[config.mk]
export PLATFORM = sky130hd
export DESIGN_NAME = rmac_top
export DESIGN_NICKNAME = d
export VERILOG_FILES = /design/src/rtl/rmac_pkg.sv /design/src/rtl/rmac_mul_lut.sv /design/src/rtl/rmac_add_mod.sv /design/src/rtl/rmac_lane.sv /design/src/rtl/rmac_top.sv
export SDC_FILE = /design/constraint.sdc
export NUM_CORES = 1
export LEC_CHECK = 0
export ABC_AREA = 1
export BUFFER_PORTS_ARGS = -buffer_cell sky130_fd_sc_hd__buf_2
export CAP_MARGIN = 20
export CORE_AREA = 2 2 83 53
export CTS_CLUSTER_DIAMETER = 30
export DETAILED_ROUTE_END_ITERATION = 10
export DIE_AREA = 0 0 85 55
export GPL_TIMING_DRIVEN = 0
export PLACE_DENSITY = 0.84
export SKIP_LAST_GASP = 1
export SYNTH_ARGS = -nofsm -noshare
export SYNTH_HDL_FRONTEND = slang
export SYNTH_SLANG_ARGS = --single-unit
[constraint.sdc]
create_clock -name clk -period 3.1 [get_ports clk]
set_clock_uncertainty 0.1 [all_clocks]
set_input_delay 0.31 -clock clk [delete_from_list [all_inputs] [get_ports clk]]
set_output_delay 0.31 -clock clk [all_outputs]
set_load 0.02 [all_outputs]
[src/rtl/rmac_pkg.sv]
package rmac_pkg;
  localparam int DW = 4;
  typedef logic [DW-1:0] digit_t;

  // (a*b) mod m for one lane
  function automatic digit_t mod_mul(input digit_t a, input digit_t b, input int unsigned m);
    int unsigned p;
    p = int'(a) * int'(b);
    return digit_t'(p % m);
  endfunction

  // (a+b) mod m for reduced operands
  function automatic digit_t mod_add(input digit_t a, input digit_t b, input int unsigned m);
    int unsigned s;
    s = int'(a) + int'(b);
    if (s >= m) s = s - m;
    return digit_t'(s);
  endfunction
endpackage

[src/rtl/rmac_mul_lut.sv]
module rmac_mul_lut #(
  parameter int unsigned MOD = 3
) (
  input  logic [3:0] a,
  input  logic [3:0] b,
  output logic [3:0] prod
);
  import rmac_pkg::*;
  localparam int ENTRIES = 1 << (2 * DW);

  digit_t tbl [ENTRIES];

  genvar idx;
  generate
    for (idx = 0; idx < ENTRIES; idx++) begin : g_entry
      assign tbl[idx] = mod_mul(digit_t'(idx >> DW), digit_t'(idx % (1 << DW)), MOD);
    end
  endgenerate

  assign prod = tbl[{a, b}];
endmodule

[src/rtl/rmac_add_mod.sv]
module rmac_add_mod #(
  parameter int unsigned MOD = 3
) (
  input  logic [3:0] a,
  input  logic [3:0] b,
  output logic [3:0] sum
);
  import rmac_pkg::*;
  assign sum = mod_add(a, b, MOD);
endmodule

[src/rtl/rmac_lane.sv]
module rmac_lane #(
  parameter int unsigned MOD = 3
) (
  input  logic       clk,
  input  logic       rst_n,
  input  logic       in_valid,
  input  logic       acc_clear,
  input  logic       acc_en,
  input  logic [3:0] a,
  input  logic [3:0] b,
  output logic [3:0] acc,
  output logic [3:0] prod,
  output logic [3:0] sum
);
  logic [3:0] base;

  rmac_mul_lut #(.MOD(MOD)) u_mul (.a(a), .b(b), .prod(prod));

  // a clear in the same beat restarts from zero
  assign base = acc_clear ? 4'd0 : acc;

  rmac_add_mod #(.MOD(MOD)) u_add (.a(base), .b(prod), .sum(sum));

  always_ff @(posedge clk or negedge rst_n) begin
    if (!rst_n) begin
      acc <= '0;
    end else if (in_valid) begin
      acc <= acc_en ? sum : prod;
    end else if (acc_clear) begin
      acc <= '0;
    end
  end
endmodule

[src/rtl/rmac_top.sv]
module rmac_top #(
  parameter int          NCH = 3,
  parameter int unsigned MODULI [NCH] = '{3, 4, 5}
) (
  input  logic             clk,
  input  logic             rst_n,
  input  logic             in_valid,
  input  logic             acc_clear,
  input  logic             acc_en,
  input  logic [4*NCH-1:0] op_a,
  input  logic [4*NCH-1:0] op_b,
  output logic             out_valid,
  output logic [4*NCH-1:0] acc_out
);
  localparam int W = 4 * NCH;

  logic [W-1:0] lane_prod;
  logic [W-1:0] lane_sum;

  genvar i;
  generate
    for (i = 0; i < NCH; i++) begin : g_lane
      rmac_lane #(.MOD(MODULI[i])) u_lane (
        .clk      (clk),
        .rst_n    (rst_n),
        .in_valid (in_valid),
        .acc_clear(acc_clear),
        .acc_en   (acc_en),
        .a        (op_a[4*i +: 4]),
        .b        (op_b[4*i +: 4]),
        .acc      (acc_out[4*i +: 4]),
        .prod     (lane_prod[4*i +: 4]),
        .sum      (lane_sum[4*i +: 4])
      );
    end
  endgenerate

  always_ff @(posedge clk or negedge rst_n) begin
    if (!rst_n) out_valid <= 1'b0;
    else        out_valid <= in_valid;
  end
endmodule

; After elaboration in Yosys (flattened, before gate mapping)
; Memory sizes are Yosys's and may differ from the RTL's.
; Cells that the tools add are included.
[op_classes]
n_addsub = 6
n_mul = 0
div_mod_pow = 0
magnitude_cmp = 6
n_eq_ne = 0
shifts = 0
n_mux = 18
bitwise = 3
reduce_logical = 0
[ops]
columns = cell, count
row1 = 4-bit two-way mux, 18
row2 = 9-bit greater-or-equal comparator (second input constant), 3
row3 = 8-bit inverter with 9-bit output, 3
row4 = 4-bit by 4-bit adder with 5-bit output, 3
row5 = 5-bit by 3-bit greater-or-equal comparator with 1-bit output (second input constant), 2
row6 = 4-bit by 3-bit subtractor with 4-bit output (second input constant), 2
row7 = 5-bit by 2-bit greater-or-equal comparator with 1-bit output (second input constant), 1
row8 = 4-bit by 2-bit subtractor with 4-bit output (second input constant), 1
[totals]
ff_bits = 13
latch_bits = 0
mem_bits_rw = 0
mem_bits_ro = 3072
in_bits = 29
output_inout_bits = 13
elab_cells = 40
memories = 3
[memory_table]
columns = name, depth, width, rd, rd_clocked_by_memory_dff, wr, line
row1 = (name not given), 256, 4, 1, 0, 0, rmac_mul_lut.sv:20  ; assign prod = tbl[{a, b}];
row2 = (name not given), 256, 4, 1, 0, 0, rmac_mul_lut.sv:20
row3 = (name not given), 256, 4, 1, 0, 0, rmac_mul_lut.sv:20

; Depth between registers and ports, before layout
; Gate-level depths: netlist (run 1).
[logic_depth]
word_depth = 9
depth_mapped = 28
mapped_depth_nobuf = 28

; By module
; From an unflattened synthesis (run 1), not the netlist that was laid out.
[hier_totals]
cells_unflattened = 488
area_unflattened_um2 = 2743.9
[modules_own_cells]
columns = mod, n_inst, cells_each, area_each_um2
row1 = rmac_lane, 3, 42, 247.7
row2 = rmac_mul_lut (g_lane[2].u_lane.u_mul), 1, 152, 743.2
row3 = rmac_mul_lut (g_lane[0].u_lane.u_mul), 1, 73, 369.1
row4 = rmac_add_mod (g_lane[2].u_lane.u_add), 1, 44, 319.1
row5 = rmac_add_mod (g_lane[0].u_lane.u_add), 1, 45, 287.8
row6 = rmac_add_mod (g_lane[1].u_lane.u_add), 1, 36, 206.4
row7 = rmac_mul_lut (g_lane[1].u_lane.u_mul), 1, 11, 50.0
row8 = rmac_top, 1, 1, 25.0

; Worst setup path before layout (run 1)
; No wires, ideal clock.
[synth_path]
kind = input port to flip-flop
start = input op_b[8]
end = register g_lane[2].u_lane.acc[2]
t_arrival_ns = 2.866
slack_ns = 0.009
stages = 22
path_buffers = 0
cell_sequence = inv_1 > ha_1 > nand2_1 > nand2_1 > o21ai_2 > inv_1 > nand2_1 > nand2_1 > o21ai_0 > nand3_1 > and2_1 > ha_1 > inv_1 > fa_1 > ha_1 > nand3_1 > nand2_1 > clkinv_1 > nand3_4 > a21oi_1 > nand3b_1 > nand3_1
[synth_via]
elab_chain_cells = 9
word_cells_on_any_way = 10
cone_classes = add/sub: 2 / order compare: 1 / mux: 5 / bitwise: 1 / memory: 1
[synth_lines]
columns = item, line
row1 = from (decl), rmac_top.sv:11  ; input logic [4*NCH-1:0] op_b,
row2 = 8-bit inverter with 9-bit output (not written as such) *, rmac_mul_lut.sv:20
row3 = memory 256 x 4 bit *, -
row4 = 4-bit two-way mux (not written as such) * (2 in series), rmac_mul_lut.sv:20
row5 = 4-bit by 4-bit adder with 5-bit output, rmac_pkg.sv:15  ; s = int'(a) + int'(b);
row6 = 4-bit by 3-bit subtractor with 4-bit output / 5-bit by 3-bit greater-or-equal comparator with 1-bit output (equally long branches), rmac_pkg.sv:16  ; if (s >= m) s = s - m;
row7 = 4-bit two-way mux, rmac_pkg.sv:16
row8 = 4-bit two-way mux *, rmac_lane.sv:28  ; acc <= acc_en ? sum : prod;
row9 = 4-bit two-way mux *, rmac_lane.sv:27  ; end else if (in_valid) begin
row10 = to (signal assigned), rmac_lane.sv:28
row11 = to (decl), rmac_lane.sv:11  ; output logic [3:0] acc,
; Every way passes the cells marked *; elsewhere a longest branch is shown, timed or not. The select of a mux whose other input is x is not followed.

; Worst setup path in the final report (run 1)
[layout_path]
start = input op_b[9]
end = register g_lane[2].u_lane.acc[2]
; Same word-level chain as after synthesis.

==> results of run 1 <==
## cells in the final DEF (no fill, tap or decap), types with 4 or more instances in the layout
cell	instances
inv_1	51
ha_1	9
inv_4	4
a21oi_2	6
buf_4	31
nand3_1	56
inv_2	4
ha_4	4
nor2_1	18
nand4_1	5
nand2_2	14
dfrtp_1	13
nand3_2	11
nand2_4	8
buf_2	35
nand3_4	6
ha_2	5
nand2_1	100
a21oi_1	7
## through the flow
step / instances / hold WS (ps)
6_report: 483 / 84.5
3_5_place_dp: 447 / 117
3_3_place_gp: 447 / 115
2_1_floorplan: 361 / -85.6
5_1_grt: 483 / 81.7
4_1_cts: 470 / 84.4
## path summary, 6_finish.rpt
check / slack, ps / cells after the start / end / startpoint
max in group asynchronous: 2230 / 2 / g_lane[2].u_lane.acc[2] / rst_n
max: -40 / 23 / g_lane[2].u_lane.acc[2] / op_b[9]
min reg2reg: 510 / 2 / g_lane[2].u_lane.acc[3] / g_lane[2].u_lane.acc[3]
max reg2reg: 680 / 12 / g_lane[0].u_lane.acc[0] / g_lane[0].u_lane.acc[0]
min in group asynchronous: 430 / 2 / g_lane[0].u_lane.acc[2] / rst_n
min: 80 / 1 / out_valid / in_valid
## power groups by stage
| stage | Combinational, mW | Clock, mW | Sequential, mW |
|---|---|---|---|
| 2_1_floorplan | 0.417 | 0 | 0.270 |
| 6_report | 0.818 | 0.155 | 0.230 |
| 4_1_cts | 0.665 | 0.154 | 0.228 |
| 3_3_place_gp | 0.588 | 0 | 0.228 |
| 5_1_grt | 0.896 | 0.161 | 0.233 |
| 3_5_place_dp | 0.606 | 0 | 0.230 |
## state kept, by name, summed over array words and instances, names as in the netlist
register	flops
out_valid	1
g_lane.u_lane.acc	12
## layer usage
layer	vias to the layer above	global-route usage	share of wire
met5	-	0	0
met4	0	0.0344	0.023
met3	28	0.0534	0.10
met2	174	0.428	0.45
met1	1294	0.358	0.43
li1	1299	-	-
## worst register-to-register path: cells and delay by family, from the launching register on
kind / cells / cell delay [ps]
adders and majority gates: 3 / 1000
and+or+nand+nor: 5 / 550
DFF: 1 / 380
buffers and inverters: 3 / 190
AOI/OAI and AO/OA: 1 / 150
## cells by family after synthesis
| kind of cell | synth area share |
|---|---|
| and+or+nand+nor | 0.469 |
| xor gates and xnor gates | 0.0400 |
| buffers and inverters | 0.127 |
| adders and majority gates | 0.134 |
| AOI/OAI and AO/OA | 0.0771 |
| DFF | 0.153 |
## final cells by class
type	instances	area [um^2]	area share
multi-input cells	280	1820	0.606
flip-flops and latches	13	325	0.108
plain buffers	5	32.5	0.0108
repair buffers	68	453	0.151
inverters	63	265	0.0883
well taps	50	62.6	0.0208
clock buffers	4	45.0	0.0150
## repair_timing
| item | CTS | global route |
|---|---|---|
| endpoints found under the hold margin | 13 | 0 |
| gates cloned | 0 | 0 |
| endpoints found under the setup margin | 8 | 8 |
| setup buffers | 18 | 15 |
| resized for setup | 22 | 73 |
| pin swaps | 7 | 31 |
| hold buffers | 1 | 0 |
==> tab_implementation.tex, run 1 <==
\begin{tabular}{lr}
\hline
Metric & Value \\
\hline
\multicolumn{2}{l}{\textbf{Placed design}} \\
\quad Final RePlAce weighted congestion & just over 0.9 \\
\quad Place WS & -490 ps \\
\quad DP Area & 2370 um\^{}2 \\
\quad Port Buffer Count & 36 \\
\quad HPWL after detailed placement & $\sim$4500 um \\
\multicolumn{2}{l}{\textbf{Floorplanning}} \\
\quad Core box area & slightly below 4000 um\^{}2 \\
\quad Chip Width & roughly 85 um \\
\quad Total I/O pin count & 42 \\
\quad Die Y & $\sim$55 um \\
\quad Die Area & around 4700 um\^{}2 \\
\quad Placement row count & 18 \\
\quad Initial cell density of the core & 0.540 \\
\multicolumn{2}{l}{\textbf{Logic synthesis}} \\
\quad Syn Inst Count & 361 \\
\quad Synth cell count leaders & nand2\_1 (116), nand3\_1 (71), inv\_1 (58) \\
\quad Synth Area per Inst & 5.89 um\^{}2 \\
\quad Synthesized net count & 411 \\
\quad Main flop type after synthesis & dfrtp\_1 \\
\quad Syn. warnings & 0 \\
\quad Cell type with the highest aggregate area in the netlist & nand2\_1 \\
\quad Synth cell types & 32 \\
\quad Top cell type's share of synthesized area & 0.205 \\
\quad Share of synthesized registers carrying an async set or reset & 1.00 \\
\quad Most used standard cell by instance count after synthesis & nand2\_1 \\
\quad Sequential-to-total area share from yosys stat & 0.153 \\
\quad Top cells by area, synth & nand2\_1 (20\%), nand3\_1 (17\%), dfrtp\_1 (15\%), ha\_1 (11\%), inv\_1 (10\%) \\
\quad Number of synthesized flops with an enable pin & 0 \\
\quad Post-synthesis register bit count & 13 \\
\quad Netlist Area Pre-Place & approximately 2100 um\^{}2 \\
\multicolumn{2}{l}{\textbf{Clocking}} \\
\quad Clock Root Buffer & clkbuf\_8 \\
\quad Total number of clock tree sinks & 13 \\
\quad Number of H-tree branching levels & 1 \\
\quad CTS tree & built \\
\quad CTS max path bufs & 2 \\
\quad CTS buffer count & 3 \\
\quad Later-pin clock latency in the skew report & around 240 ps \\
\quad Clock-pin slew of the registers on the worst-case setup and hold paths & 60 ps \\
\multicolumn{2}{l}{\textbf{Critical path}} \\
\quad Worst Setup Start Kind & input port \\
\quad Endpoint required time on the critical path & around 3100 ps \\
\quad Largest fanout of any net on the critical path & 5 \\
\quad Slowest stage delay, CP & about 430 ps \\
\quad Worst Path Class, Setup & in -> reg \\
\quad Crit path buffers/inverters & 5 \\
\quad Family of cells with the greatest summed delay on the critical path & simple AND/OR/NAND/NOR gates \\
\quad Critical path's slowest cell & fa\_1 \\
\quad Worst EP arrival & 3150 ps \\
\quad Type of element capturing the critical path & flop \\
\quad Ordered cell list for the critical path & buf\_12 > inv\_8 > ha\_4 > nand2\_4 > nand2\_4 > o21ai\_2 > inv\_1 > nand2\_1 > nand2\_1 > o21ai\_1 > nand3\_1 > and2\_1 > ha\_2 > inv\_2 > fa\_1 > ha\_2 > nand3\_2 > nand2\_2 > inv\_4 > nand3\_4 > a21oi\_2 > nand3b\_1 > nand3\_1 \\
\multicolumn{2}{l}{\textbf{STA}} \\
\quad Total negative slack & -68.8 ps \\
\quad Least-Margin Pin Slew & about 490 ps \\
\quad Period utilization & 1.01 \\
\quad Final Worst Setup Slack & -39.3 ps \\
\quad Max-slew violation total from the final report & 0 \\
\quad Final Setup Violations & 3 \\
\quad Period minus WS final & approximately 3100 ps \\
\quad Maximum clock rate & between 300 and 400 MHz \\
\quad Worst slew slack as a fraction of its limit & 0.673 \\
\quad Final Hold Violating Endpoints & 0 \\
\quad Unrepaired setup endpoints after global routing & true \\
\multicolumn{2}{l}{\textbf{Final layout}} \\
\quad Total of fill cells in the finished design & about 280 \\
\quad Synth-to-layout area growth & 41.2\% \\
\quad Finished layout cell area & 3000 um\^{}2 \\
\quad Fraction of final layout cells with drive strength greater than 1 & 0.339 \\
\quad Layout net count & 484 \\
\quad Diodes inserted & 0 \\
\quad Final Core Density & 0.762 \\
\multicolumn{2}{l}{\textbf{Pwr}} \\
\quad Internal power & roughly 0.63 mW \\
\quad Part of the total power dissipated in sequential elements & 0.191 \\
\quad Total net switching power & roughly 0.58 mW \\
\quad Switching part of the total power & 0.479 \\
\quad Highest ir drop seen on vdd & 0.000415 V \\
\quad Total power after layout & 1.20 mW \\
\quad Clock power share & 0.129 \\
\quad Combinational share of power & 0.680 \\
\quad Power density over the cells & about 400 nW/um\^{}2 \\
\quad Cell leakage power & roughly 1.7 nW \\
\multicolumn{2}{l}{\textbf{GRT}} \\
\quad GR Overflow Total & 0 \\
\quad Number of global-route vias before repair & about 2,200 \\
\quad Pin count of the biggest net entering global routing & 14 \\
\quad Total track usage & 0.257 \\
\quad Initial antenna violation count & 0 \\
\quad First-pass GRT wire length & about 9600 um \\
\multicolumn{2}{l}{\textbf{Detailed routing}} \\
\quad Number of violations reported at the end of detailed-routing iteration 0 & approximately 330 \\
\quad Number of search-and-repair iterations in the first detailed-routing pass & 6 \\
\quad Avg Vias per Cell & 5.79 \\
\quad Antenna viol nets, final & 0 \\
\quad Total wire length & 7210 um \\
\quad Post-detailed-route DRC marker count & 0 \\
\quad Routed vias & between 2,000 and 3,000 \\
\quad Average detailed-routed wire length per instance & around 15 um \\
\multicolumn{2}{l}{\textbf{Worst hold path}} \\
\quad Min-delay worst type & in -> reg \\
\multicolumn{2}{l}{\textbf{Status}} \\
\quad Violations in the final reports & negative setup slack \\
\quad Outcome & finished, violations left \\
\multicolumn{2}{l}{\textbf{Run}} \\
\quad Max\_cap viols & 0 \\
\hline
\end{tabular}
(Power assumes the default switching activity.)
==> inputs of run 2 (changes only) <==
TNS_END_PERCENT = 20   (was unset)
==> tab_implementation.tex, run 2 (synthesis gave the netlist of run 1 again) <==
\begin{tabular}{lr}
\hline
Metric & Value \\
\hline
\multicolumn{2}{l}{\textbf{Status}} \\
\quad Outcome & finished, violations left \\
\quad Violations in the final reports & negative setup slack \\
\multicolumn{2}{l}{\textbf{STA}} \\
\quad Least-Margin Pin Slew & a little over 500 ps \\
\quad Maximum clock rate & roughly 320 MHz \\
\quad Final Hold Violating Endpoints & 0 \\
\quad Final Setup Violations & 3 \\
\quad Final Worst Setup Slack & -40.7 ps \\
\quad Period minus WS final & approximately 3100 ps \\
\quad Total negative slack & -69.8 ps \\
\quad Period utilization & 1.01 \\
\quad Worst slew slack as a fraction of its limit & 0.661 \\
\quad Max-slew violation total from the final report & 0 \\
\quad Unrepaired setup endpoints after global routing & true \\
\multicolumn{2}{l}{\textbf{Detailed routing}} \\
\quad Total wire length & between 7000 and 8000 um \\
\quad Average detailed-routed wire length per instance & approximately 15 um \\
\quad Antenna viol nets, final & 0 \\
\quad Avg Vias per Cell & slightly below 6 \\
\quad Number of search-and-repair iterations in the first detailed-routing pass & 5 \\
\quad Post-detailed-route DRC marker count & 0 \\
\quad Routed vias & $\sim$2,800 \\
\quad Number of violations reported at the end of detailed-routing iteration 0 & 289 \\
\multicolumn{2}{l}{\textbf{Critical path}} \\
\quad Worst EP arrival & $\sim$3200 ps \\
\quad Largest fanout of any net on the critical path & 5 \\
\quad Worst Setup Start Kind & input port \\
\quad Type of element capturing the critical path & flop \\
\quad Endpoint required time on the critical path & 3120 ps \\
\quad Worst Path Class, Setup & in -> reg \\
\multicolumn{2}{l}{\textbf{Pwr}} \\
\quad Cell leakage power & between 1.5 and 2 nW \\
\quad Highest ir drop seen on vdd & between 0.0003 and 0.0004 V \\
\quad Power density over the cells & 403 nW/um\^{}2 \\
\quad Total power after layout & around 1.2 mW \\
\multicolumn{2}{l}{\textbf{Clocking}} \\
\quad Number of H-tree branching levels & 1 \\
\quad Clock-pin slew of the registers on the worst-case setup and hold paths & around 60 ps \\
\quad Clock Root Buffer & clkbuf\_8 \\
\quad CTS tree & built \\
\quad Total number of clock tree sinks & 13 \\
\quad Later-pin clock latency in the skew report & 240 ps \\
\quad CTS max path bufs & 2 \\
\quad CTS buffer count & 3 \\
\multicolumn{2}{l}{\textbf{GRT}} \\
\quad Number of global-route vias before repair & roughly 2,200 \\
\quad Initial antenna violation count & 0 \\
\quad Pin count of the biggest net entering global routing & 14 \\
\quad GR Overflow Total & 0 \\
\quad First-pass GRT wire length & between 9000 and 10,000 um \\
\quad Total track usage & 0.257 \\
\multicolumn{2}{l}{\textbf{Final layout}} \\
\quad Fraction of final layout cells with drive strength greater than 1 & 0.332 \\
\quad Layout net count & roughly 480 \\
\quad Commonest cells after routing, fill and taps aside & nand2\_1 (100), nand3\_1 (57), inv\_1 (51) \\
\quad Flip-flop count of the largest register, all copies and words added & 12 \\
\quad Most common cell after layout, fill and taps aside & nand2\_1 \\
\quad Most flops, register & g\_lane.u\_lane.acc \\
\quad Synth-to-layout area growth & 38.8\% \\
\quad Final Core Density & 0.749 \\
\quad Total of fill cells in the finished design & 282 \\
\quad Diodes inserted & 0 \\
\quad Largest registers & g\_lane.u\_lane.acc: 12 flops, out\_valid: 1 flops \\
\multicolumn{2}{l}{\textbf{Placed design}} \\
\quad Place WS & -490 ps \\
\quad Final RePlAce weighted congestion & slightly above 0.9 \\
\quad HPWL after detailed placement & around 4500 um \\
\quad Port Buffer Count & 36 \\
\multicolumn{2}{l}{\textbf{Floorplanning}} \\
\quad Die Y & roughly 55 um \\
\quad Total I/O pin count & 42 \\
\quad Die Area & 4680 um\^{}2 \\
\quad Chip Width & between 80 and 90 um \\
\quad Core box area & a little under 4000 um\^{}2 \\
\quad Initial cell density of the core & 0.540 \\
\quad Placement row count & 18 \\
\multicolumn{2}{l}{\textbf{Worst hold path}} \\
\quad Min-delay worst type & in -> reg \\
\multicolumn{2}{l}{\textbf{Run}} \\
\quad Max\_cap viols & 0 \\
\hline
\end{tabular}
[run 2: changes by cell type in the layout (fill, tap and decap cells not counted), sizes merged]
cell / change
buf: -2
[run 2: worst paths after layout]
path	depth (start not counted)	endpoint	start	slack, ps
setup / recovery	23	g_lane[2].u_lane.acc[2]	op_b[9]	-40
hold / removal	1	out_valid	in_valid	80
setup reg to reg	12	g_lane[0].u_lane.acc[0]	g_lane[0].u_lane.acc[0]	690
hold reg to reg	2	g_lane[2].u_lane.acc[3]	g_lane[2].u_lane.acc[3]	510
max in group asynchronous	2	g_lane[2].u_lane.acc[2]	rst_n	2240
min in group asynchronous	2	g_lane[0].u_lane.acc[2]	rst_n	420
[run 2: timing repair]
action | CTS | global route
pin swaps | 7 | 29
endpoints found under the hold margin | 13 | 0
hold buffers | 1 | 0
setup endpoints to repair | 8 | 8
resized for setup | 22 | 67
gates cloned | 0 | 0
buffers inserted | 18 | 13
[run 2: stage by stage]
| step | instance area (um^2) | hold slack, ps | cells |
|---|---|---|---|
| after detailed placement | 2370 | 117 | 447 |
| after global routing | 2950 | 81.7 | 481 |
| after global placement | 2370 | 115 | 447 |
| after CTS | 2630 | 84.4 | 470 |
| after floorplan | 2130 | -85.6 | 361 |
| final | 2950 | 83.7 | 481 |
[run 2: final cells by class]
type | instances | area, um^2 | area share
Inverter | 63 | 265 | 0.0899
Tap cell | 50 | 62.6 | 0.0212
Multi-Input combinational cell | 280 | 1780 | 0.604
Sequential cell | 13 | 325 | 0.110
Timing Repair Buffer | 66 | 438 | 0.148
Clock buffer | 4 | 45.0 | 0.0153
Buffer | 5 | 32.5 | 0.0110
[run 2: report_power, final]
part	switching [mW]	leakage (nW)	internal [mW]
combinational	0.477	1.46	0.327
sequential	0.0264	0.169	0.204
clock	0.0646	0.0228	0.0909
[run 2: critical path, stage by stage]
cell,delay (ps)
buf_12,110
inv_8,40
ha_4,170
nand2_4,80
nand2_4,70
o21ai_2,150
inv_1,70
nand2_1,60
nand2_1,80
o21ai_1,180
nand3_1,150
and2_1,170
ha_2,190
inv_2,60
fa_1,430
ha_2,200
nand3_2,70
nand2_2,60
inv_4,60
nand3_4,90
a21oi_2,140
nand3b_1,110
nand3_1,100
[run 2: layer usage]
layer / vias to the layer above / global-route usage / part of all wire
met5: - / 0 / 0
li1: 1300 / - / -
met2: 181 / 0.428 / 0.44
met1: 1280 / 0.358 / 0.44
met3: 16 / 0.0534 / 0.10
met4: 0 / 0.0344 / 0.015
